<file path="src/rtl/dcfd_pkg.sv">
package dcfd_pkg;

  localparam int DCFD_TAPS = 31;

  // Symmetric low-pass taps in Q15, DC gain 1.0 (sum 32768)
  localparam logic signed [15:0] DCFD_COEF [DCFD_TAPS] = '{
    -16'sd45, -16'sd60, -16'sd72, -16'sd65, -16'sd12,
     16'sd110, 16'sd316, 16'sd602, 16'sd964, 16'sd1372,
     16'sd1788, 16'sd2172, 16'sd2481, 16'sd2683, 16'sd2755,
     16'sd2790,
     16'sd2755, 16'sd2683, 16'sd2481, 16'sd2172, 16'sd1788,
     16'sd1372, 16'sd964, 16'sd602, 16'sd316, 16'sd110,
    -16'sd12, -16'sd65, -16'sd72, -16'sd60, -16'sd45
  };

  function automatic int ceil_div(input int a, input int b);
    return (a + b - 1) / b;
  endfunction

endpackage

</file>
<file path="src/rtl/dcfd_seq.sv">
module dcfd_seq #(
  parameter int DW    = 16,
  parameter int DECIM = 10,
  parameter int DELAY = 15
) (
  input  logic                 clk,
  input  logic                 rst,
  input  logic                 in_valid,
  input  logic                 in_sof,
  input  logic                 in_eof,
  input  logic signed [DW-1:0] in_data,
  output logic                 in_ready,
  output logic                 step_en,
  output logic                 step_clr,
  output logic signed [DW-1:0] step_data,
  output logic                 keep,
  output logic                 keep_last
);
  localparam int TW = $clog2(DELAY + 1);
  localparam int PW = (DECIM > 2) ? $clog2(DECIM) : 1;

  logic                 flushing;
  logic [TW-1:0]        pad_cnt;
  logic [TW-1:0]        t_cnt;
  logic [TW-1:0]        cur_t;
  logic [PW-1:0]        ph;
  logic [PW-1:0]        cur_ph;
  logic signed [DW-1:0] last_q;
  logic                 accept;

  assign in_ready = ~flushing;
  assign accept   = in_valid & ~flushing;

  always_comb begin
    step_en   = accept | flushing;
    step_clr  = accept & in_sof;
    step_data = flushing ? last_q : in_data;
    cur_t     = step_clr ? '0 : t_cnt;
    cur_ph    = step_clr ? '0 : ph;
    keep      = step_en && (cur_t == TW'(DELAY)) && (cur_ph == '0);
    // last kept result of the frame: no further kept slot fits in the tail
    keep_last = keep && flushing && (int'(pad_cnt) >= DELAY - DECIM);
  end

  always_ff @(posedge clk) begin
    if (rst) begin
      flushing <= 1'b0;
      pad_cnt  <= '0;
      t_cnt    <= '0;
      ph       <= '0;
      last_q   <= '0;
    end else begin
      if (step_en) begin
        if (cur_t != TW'(DELAY)) begin
          t_cnt <= cur_t + 1'b1;
          ph    <= '0;
        end else begin
          t_cnt <= cur_t;
          ph    <= (cur_ph == PW'(DECIM - 1)) ? '0 : cur_ph + 1'b1;
        end
      end
      if (accept) last_q <= in_data;
      if (accept && in_eof) begin
        flushing <= 1'b1;
        pad_cnt  <= '0;
      end else if (flushing) begin
        if (pad_cnt == TW'(DELAY - 1)) flushing <= 1'b0;
        pad_cnt <= pad_cnt + 1'b1;
      end
    end
  end

endmodule

</file>
<file path="src/rtl/dcfd_tapline.sv">
module dcfd_tapline #(
  parameter int DW   = 16,
  parameter int TAPS = 31
) (
  input  logic                 clk,
  input  logic                 rst,
  input  logic                 step_en,
  input  logic                 step_clr,
  input  logic signed [DW-1:0] step_data,
  output logic signed [DW-1:0] win [TAPS]
);
  logic signed [DW-1:0] line_q [TAPS-1];

  // win is the window after this step: newest at index 0
  assign win[0] = step_data;
  for (genvar i = 1; i < TAPS; i++) begin : g_win
    assign win[i] = step_clr ? '0 : line_q[i-1];
  end

  always_ff @(posedge clk) begin
    if (rst) begin
      for (int i = 0; i < TAPS - 1; i++) line_q[i] <= '0;
    end else if (step_en) begin
      for (int i = 0; i < TAPS - 1; i++) line_q[i] <= win[i];
    end
  end

endmodule

</file>
<file path="src/rtl/dcfd_mac.sv">
module dcfd_mac #(
  parameter int DW    = 16,
  parameter int CW    = 16,
  parameter int TAPS  = 31,
  parameter int LANES = 4,
  parameter int FRAC  = 15,
  parameter logic signed [CW-1:0] COEF [TAPS] = '{default: '0}
) (
  input  logic                 clk,
  input  logic                 rst,
  input  logic                 load,
  input  logic                 load_last,
  input  logic signed [DW-1:0] win [TAPS],
  output logic                 out_valid,
  output logic                 out_eof,
  output logic signed [DW-1:0] out_data
);
  localparam int NCYC = (TAPS + LANES - 1) / LANES;
  localparam int PADN = NCYC * LANES;
  localparam int SW   = (NCYC > 2) ? $clog2(NCYC) : 1;
  localparam int PW   = DW + CW;
  localparam int ACCW = DW + CW + $clog2(TAPS);
  localparam logic signed [ACCW-1:0] MAXV = ACCW'((1 << (DW - 1)) - 1);
  localparam logic signed [ACCW-1:0] MINV = -ACCW'(1 << (DW - 1));
  localparam logic signed [ACCW-1:0] HALF = ACCW'(1 << (FRAC - 1));

  logic signed [DW-1:0]   snap_q [PADN];
  logic                   busy_q;
  logic                   last_q;
  logic [SW-1:0]          step_q;
  logic signed [ACCW-1:0] acc_q;
  logic signed [ACCW-1:0] part;
  logic signed [ACCW-1:0] acc_nxt;
  logic signed [PW-1:0]   prod [LANES];

  function automatic logic signed [CW-1:0] coef_at(input int idx);
    if (idx < TAPS) return COEF[idx];
    return '0;
  endfunction

  function automatic logic signed [DW-1:0] round_sat(input logic signed [ACCW-1:0] a);
    logic signed [ACCW-1:0] b;
    logic signed [ACCW-1:0] q;
    b = a + HALF - {{(ACCW-1){1'b0}}, a[ACCW-1]};
    q = b >>> FRAC;
    if (q > MAXV) return MAXV[DW-1:0];
    if (q < MINV) return MINV[DW-1:0];
    return q[DW-1:0];
  endfunction

  for (genvar l = 0; l < LANES; l++) begin : g_lane
    logic signed [CW-1:0] c_l;
    assign c_l     = coef_at(int'(step_q) * LANES + l);
    assign prod[l] = PW'(snap_q[l]) * PW'(c_l);
  end

  always_comb begin
    part = '0;
    for (int l = 0; l < LANES; l++) part = part + ACCW'(prod[l]);
    acc_nxt = acc_q + part;
  end

  always_ff @(posedge clk) begin
    if (rst) begin
      for (int i = 0; i < PADN; i++) snap_q[i] <= '0;
      busy_q    <= 1'b0;
      last_q    <= 1'b0;
      step_q    <= '0;
      acc_q     <= '0;
      out_valid <= 1'b0;
      out_eof   <= 1'b0;
      out_data  <= '0;
    end else begin
      out_valid <= 1'b0;
      out_eof   <= 1'b0;
      if (load) begin
        for (int i = 0; i < PADN; i++) snap_q[i] <= '0;
        for (int i = 0; i < TAPS; i++) snap_q[i] <= win[i];
        busy_q <= 1'b1;
        last_q <= load_last;
        step_q <= '0;
        acc_q  <= '0;
      end else if (busy_q) begin
        for (int i = 0; i < PADN - LANES; i++) snap_q[i] <= snap_q[i+LANES];
        for (int i = PADN - LANES; i < PADN; i++) snap_q[i] <= '0;
        acc_q  <= acc_nxt;
        step_q <= step_q + 1'b1;
        if (step_q == SW'(NCYC - 1)) begin
          busy_q    <= 1'b0;
          out_valid <= 1'b1;
          out_eof   <= last_q;
          out_data  <= round_sat(acc_nxt);
        end
      end
    end
  end

endmodule

</file>
<file path="src/rtl/dcfd_decimator.sv">
module dcfd_decimator
  import dcfd_pkg::*;
#(
  parameter int DW    = 16,
  parameter int CW    = 16,
  parameter int TAPS  = DCFD_TAPS,
  parameter int DECIM = 10,
  parameter int FRAC  = 15,
  parameter logic signed [CW-1:0] COEF [TAPS] = DCFD_COEF
) (
  input  logic                 clk,
  input  logic                 rst,
  input  logic                 in_valid,
  input  logic                 in_sof,
  input  logic                 in_eof,
  input  logic signed [DW-1:0] in_data,
  output logic                 in_ready,
  output logic                 out_valid,
  output logic                 out_eof,
  output logic signed [DW-1:0] out_data
);
  localparam int DELAY = (TAPS - 1) / 2;
  localparam int LANES = ceil_div(TAPS, DECIM);

  logic                 step_en;
  logic                 step_clr;
  logic signed [DW-1:0] step_data;
  logic                 keep;
  logic                 keep_last;
  logic signed [DW-1:0] win [TAPS];

  dcfd_seq #(.DW(DW), .DECIM(DECIM), .DELAY(DELAY)) u_seq (
    .clk       (clk),
    .rst       (rst),
    .in_valid  (in_valid),
    .in_sof    (in_sof),
    .in_eof    (in_eof),
    .in_data   (in_data),
    .in_ready  (in_ready),
    .step_en   (step_en),
    .step_clr  (step_clr),
    .step_data (step_data),
    .keep      (keep),
    .keep_last (keep_last)
  );

  dcfd_tapline #(.DW(DW), .TAPS(TAPS)) u_line (
    .clk       (clk),
    .rst       (rst),
    .step_en   (step_en),
    .step_clr  (step_clr),
    .step_data (step_data),
    .win       (win)
  );

  dcfd_mac #(
    .DW(DW), .CW(CW), .TAPS(TAPS), .LANES(LANES), .FRAC(FRAC), .COEF(COEF)
  ) u_mac (
    .clk       (clk),
    .rst       (rst),
    .load      (keep),
    .load_last (keep_last),
    .win       (win),
    .out_valid (out_valid),
    .out_eof   (out_eof),
    .out_data  (out_data)
  );

endmodule

</file>
<file path="config.mk">
export PLATFORM = sky130hd
export DESIGN_NAME = dcfd_decimator
export DESIGN_NICKNAME = d
export VERILOG_FILES = /design/src/rtl/dcfd_pkg.sv /design/src/rtl/dcfd_seq.sv /design/src/rtl/dcfd_tapline.sv /design/src/rtl/dcfd_mac.sv /design/src/rtl/dcfd_decimator.sv
export SDC_FILE = /design/constraint.sdc
export NUM_CORES = 2
export LEC_CHECK = 0
export BUFFER_PORTS_ARGS = -buffer_cell sky130_fd_sc_hd__buf_2
export CAP_MARGIN = 20
export CELL_PAD_IN_SITES_DETAIL_PLACEMENT = 0
export CELL_PAD_IN_SITES_GLOBAL_PLACEMENT = 2
export CORE_AREA = 10 10 472 474
export DETAILED_ROUTE_END_ITERATION = 16
export DIE_AREA = 0 0 482 484
export PLACE_DENSITY_LB_ADDON = 0.25
export SLEW_MARGIN = 0
export SYNTH_ARGS = -nofsm -noshare
export SYNTH_HDL_FRONTEND = slang
export SYNTH_SLANG_ARGS = --single-unit
export TNS_END_PERCENT = 5
</file>
<file path="constraint.sdc">
create_clock -name clk -period 20 [get_ports clk]
set_input_delay 2 -clock clk [delete_from_list [all_inputs] [get_ports clk]]
set_output_delay 2 -clock clk [all_outputs]
set_load 0.01 [all_outputs]
</file>
==> load_flow_metrics.sql <==
INSERT INTO impl_metrics (metric_group, metric, value, unit) VALUES
('yosys', 'synthesis.instances', '7314', ''),
('drt', 'route.final.wire_length', '219', 'mm'),
('clocking', 'clk_latency', '0.76', 'ns'),
('layout', 'share_of_final_layout_standard_cells_stronger_than_drive_strength_1', '0.0524', ''),
('grt', 'grt_antenna_before_repair', '2', ''),
('yosys', 'postSynthNetCount', '8957', ''),
('critical_path', 'critPathMaxFanout', '16', ''),
('sta', 'final_min_period_over_clock_period', '0.893', ''),
('yosys', 'ys_dominant_reg_cell', 'edfxtp_1', ''),
('drt', 'drt_pass1_iterations', '6', ''),
('sta', 'max_slew.worst_pin.slew', '1.23', 'ns'),
('yosys', 'yosys.cell_count.top_type', 'inv_1', ''),
('die', 'rows', '170', ''),
('yosys', 'synth-edff-count', '928', ''),
('critical_path', 'cp.buffers_inverters', '12', ''),
('critical_path', 'timing.critical_path.slowest_cell_delay', '0.79', 'ns'),
('critical_path', 'setup.worst_path.start_class', 'flop', ''),
('sta', 'final.min_clock_period', '17.86', 'ns'),
('hold_path', 'min-delay-path-class', 'reg2reg', ''),
('critical_path', 'worst-setup-path-type', 'reg2reg', ''),
('grt', 'maximum_number_of_pins_on_one_net_before_global_route_repair', '224', ''),
('yosys', 'post_synth.cell_area_avg', '11.6', 'µm²'),
('die', 'pin_count', '40', ''),
('clocking', 'post_cts.resized_instances', '0', ''),
('die', 'floorplan.die_area', '233000', 'µm²'),
('yosys', 'synth.yosys.warnings', '0', ''),
('yosys', 'synth.cells.most_frequent', 'inv_1, fa_1, edfxtp_1, and2_1, nand2_1', ''),
('layout', 'layout.area.seq', '30600', 'µm²'),
('critical_path', 'critical_path_required', '20.66', 'ns'),
('critical_path', 'critical_path.most_common_cell', 'fa_1', ''),
('die', 'floorplan.core_area', '214000', 'µm²'),
('sta', 'timing.slew.headroom', '0.155', ''),
('yosys', 'netlist.area_leader.share', '0.328', ''),
('sta', 'fin_setup_tns', '0', 'ns'),
('drt', 'route.detailed.drc', '0', ''),
('die', 'fp.dieW', '482', 'µm'),
('drt', 'wl_per_cell', '21.6', 'µm'),
('clocking', 'numCtsBuffers', '113', ''),
('sta', 'report.final.setup_viol', '0', ''),
('grt', 'track_usage', '0.190', ''),
('layout', 'num-fill-cells', '20400', ''),
('drt', 'num_vias', '51700', ''),
('critical_path', 'top_delay_family_on_crit_path', 'adder cells', ''),
('drt', 'drtAntennaViolNets', '0', ''),
('place', 'globalplace.congestion', '0.840', ''),
('drt', 'drt_iter0_markers', '3233', ''),
('yosys', 'post-synth-top-area-cell', 'edfxtp_1', ''),
('sta', 'setup_skew', '0.0898', 'ns'),
('die', 'die_span_y', '484', 'µm'),
('drt', 'via_per_inst', '5.10', ''),
('yosys', 'postSynth.asyncResetShare', '0', ''),
('die', 'initial_utilization', '0.397', ''),
('layout', 'layout-area-overhead-vs-synth', '8.37', '%'),
('clocking', 'reg_clk_slew_reported_paths', '0.09', 'ns'),
('yosys', 'synth_cell_types', '79', ''),
('clocking', 'cts_root_buf', 'clkbuf_16', ''),
('layout', 'multi_input_comb_area', '47100', 'µm²'),
('grt', 'first_global_vias', '55900', ''),
('clocking', 'clock_sink_count', '1065', ''),
('yosys', 'synth_sequential_area_ratio', '0.361', ''),
('sta', 'final_hold_viol_count', '0', ''),
('grt', 'grt_pass1_wl', '345', 'mm'),
('clocking', 'cts_htree_levels', '3', ''),
('critical_path', 'endpoint_kind', 'flop', ''),
('clocking', 'postCtsSetupBuffers', '0', ''),
('place', 'io_buffers', '39', ''),
('clocking', 'holdBufCountCts', '0', ''),
('yosys', 'dominant_cells_by_area_after_synthesis', 'edfxtp_1, fa_1, inv_1', ''),
('grt', 'gr-total-overflow', '0', ''),
('clocking', 'clock_tree_from_tritoncts', 'yes', ''),
('status', 'status', 'completed', ''),
('yosys', 'synth_seq_cells', '1065', ''),
('critical_path', 'worst_path_max_delay_cell', 'nor2b_1', ''),
('clocking', 'max-clock-path-buffers', '3', ''),
('sta', 'unrepaired_setup_endpoints_after_global_routing', 'no', ''),
('sta', 'slew_viol_final', '0', ''),
('place', 'hpwl', '164', 'mm'),
('run', 'max_cap_violations', '0', ''),
('layout', 'final_net_count', '8845', ''),
('sta', 'maxClockFrequency', '0.0560', 'GHz'),
('critical_path', 'arrival', '18.52', 'ns'),
('yosys', 'synthesis.area', '84900', 'µm²');
[cells by family after synthesis]
| family | count (synthesis) | share of synthesized area |
|---|---|---|
| AOI/OAI and AO/OA | 866 | 0.0813 |
| xor gates and xnor gates | 119 | 0.0124 |
| adders and majority gates | 1624 | 0.351 |
| buffers and inverters | 1943 | 0.0861 |
| DFF | 1065 | 0.361 |
| muxes | 22 | 0.00274 |
| and+or+nand+nor | 1675 | 0.106 |
[final timing paths]
check                               start                             end  slack [ns]  depth (start not counted)
max          u_mac.step_q[1]$_SDFFE_PP0P_  u_mac.out_data[1]$_SDFFE_PP0P_        2.14                         58
max reg2reg  u_mac.step_q[1]$_SDFFE_PP0P_  u_mac.out_data[1]$_SDFFE_PP0P_        2.14                         58
min reg2reg  u_seq.last_q[7]$_SDFFE_PP0P_    u_seq.last_q[7]$_SDFFE_PP0P_        0.45                          2
min          u_seq.last_q[7]$_SDFFE_PP0P_    u_seq.last_q[7]$_SDFFE_PP0P_        0.45                          2
[worst min-delay path, stage by stage, from the launching register on]
cell,delay (ns)
dfxtp_1,0.31
nand2_1,0.05
a21oi_1,0.05
[sequential cells by signal, summed over array words and instances (netlist names), 3 cells and up]
register	count
u_mac.out_data	16
u_seq.t_cnt	4
u_mac.acc_q	37
u_seq.ph	4
u_mac.step_q	3
u_mac.snap_q	496
u_seq.last_q	16
u_line.line_q	480
u_seq.pad_cnt	4
[metal layers]
layer,vias to the layer above,share of wire,GRT usage
li1,23500,-,-
met1,27100,0.44,0.262
met2,947,0.49,0.314
met3,245,0.038,0.0216
met4,0,0.032,0.0573
met5,-,0,0
[through the flow]
stage	std cells	area, µm²	hold slack [ns]	setup slack, ns	utilization
after floorplan	7314	84900	0.430	4.39	-
after global placement	9920	88100	0.441	2.39	0.413
after detailed placement	9923	88200	0.448	2.28	0.413
after CTS	10100	91900	0.456	2.18	0.430
after global routing	10100	92000	0.475	1.10	0.431
final	10100	92000	0.454	2.14	0.431
[cells in the final DEF (no fill, tap or decap), types with 83 or more instances in the layout]
cell type     n
nand2_1     381
fa_1       1257
a32o_1      272
buf_4       102
ha_1        364
clkbuf_16   113
o21ai_0      91
edfxtp_1    928
and2_1      507
inv_1      1562
xnor2_1      83
dfxtp_1     135
nor2_1      220
and3_1      283
a21oi_1     148
a22o_1      148
[layout make-up]
| class | instances | share of cell area |
|---|---|---|
| multi-input combinational | 4306 | 0.512 |
| sequential | 1065 | 0.333 |
| inverter | 1569 | 0.0643 |
| tap | 2838 | 0.0386 |
| clock buffer | 145 | 0.0326 |
| timing repair buffer | 147 | 0.0120 |
| clock inverter | 65 | 0.00803 |
| antenna | 1 | 0.0000272 |
Power is not shown: default switching activity piles up to over one toggle a cycle in this logic, so the estimate is an artifact.
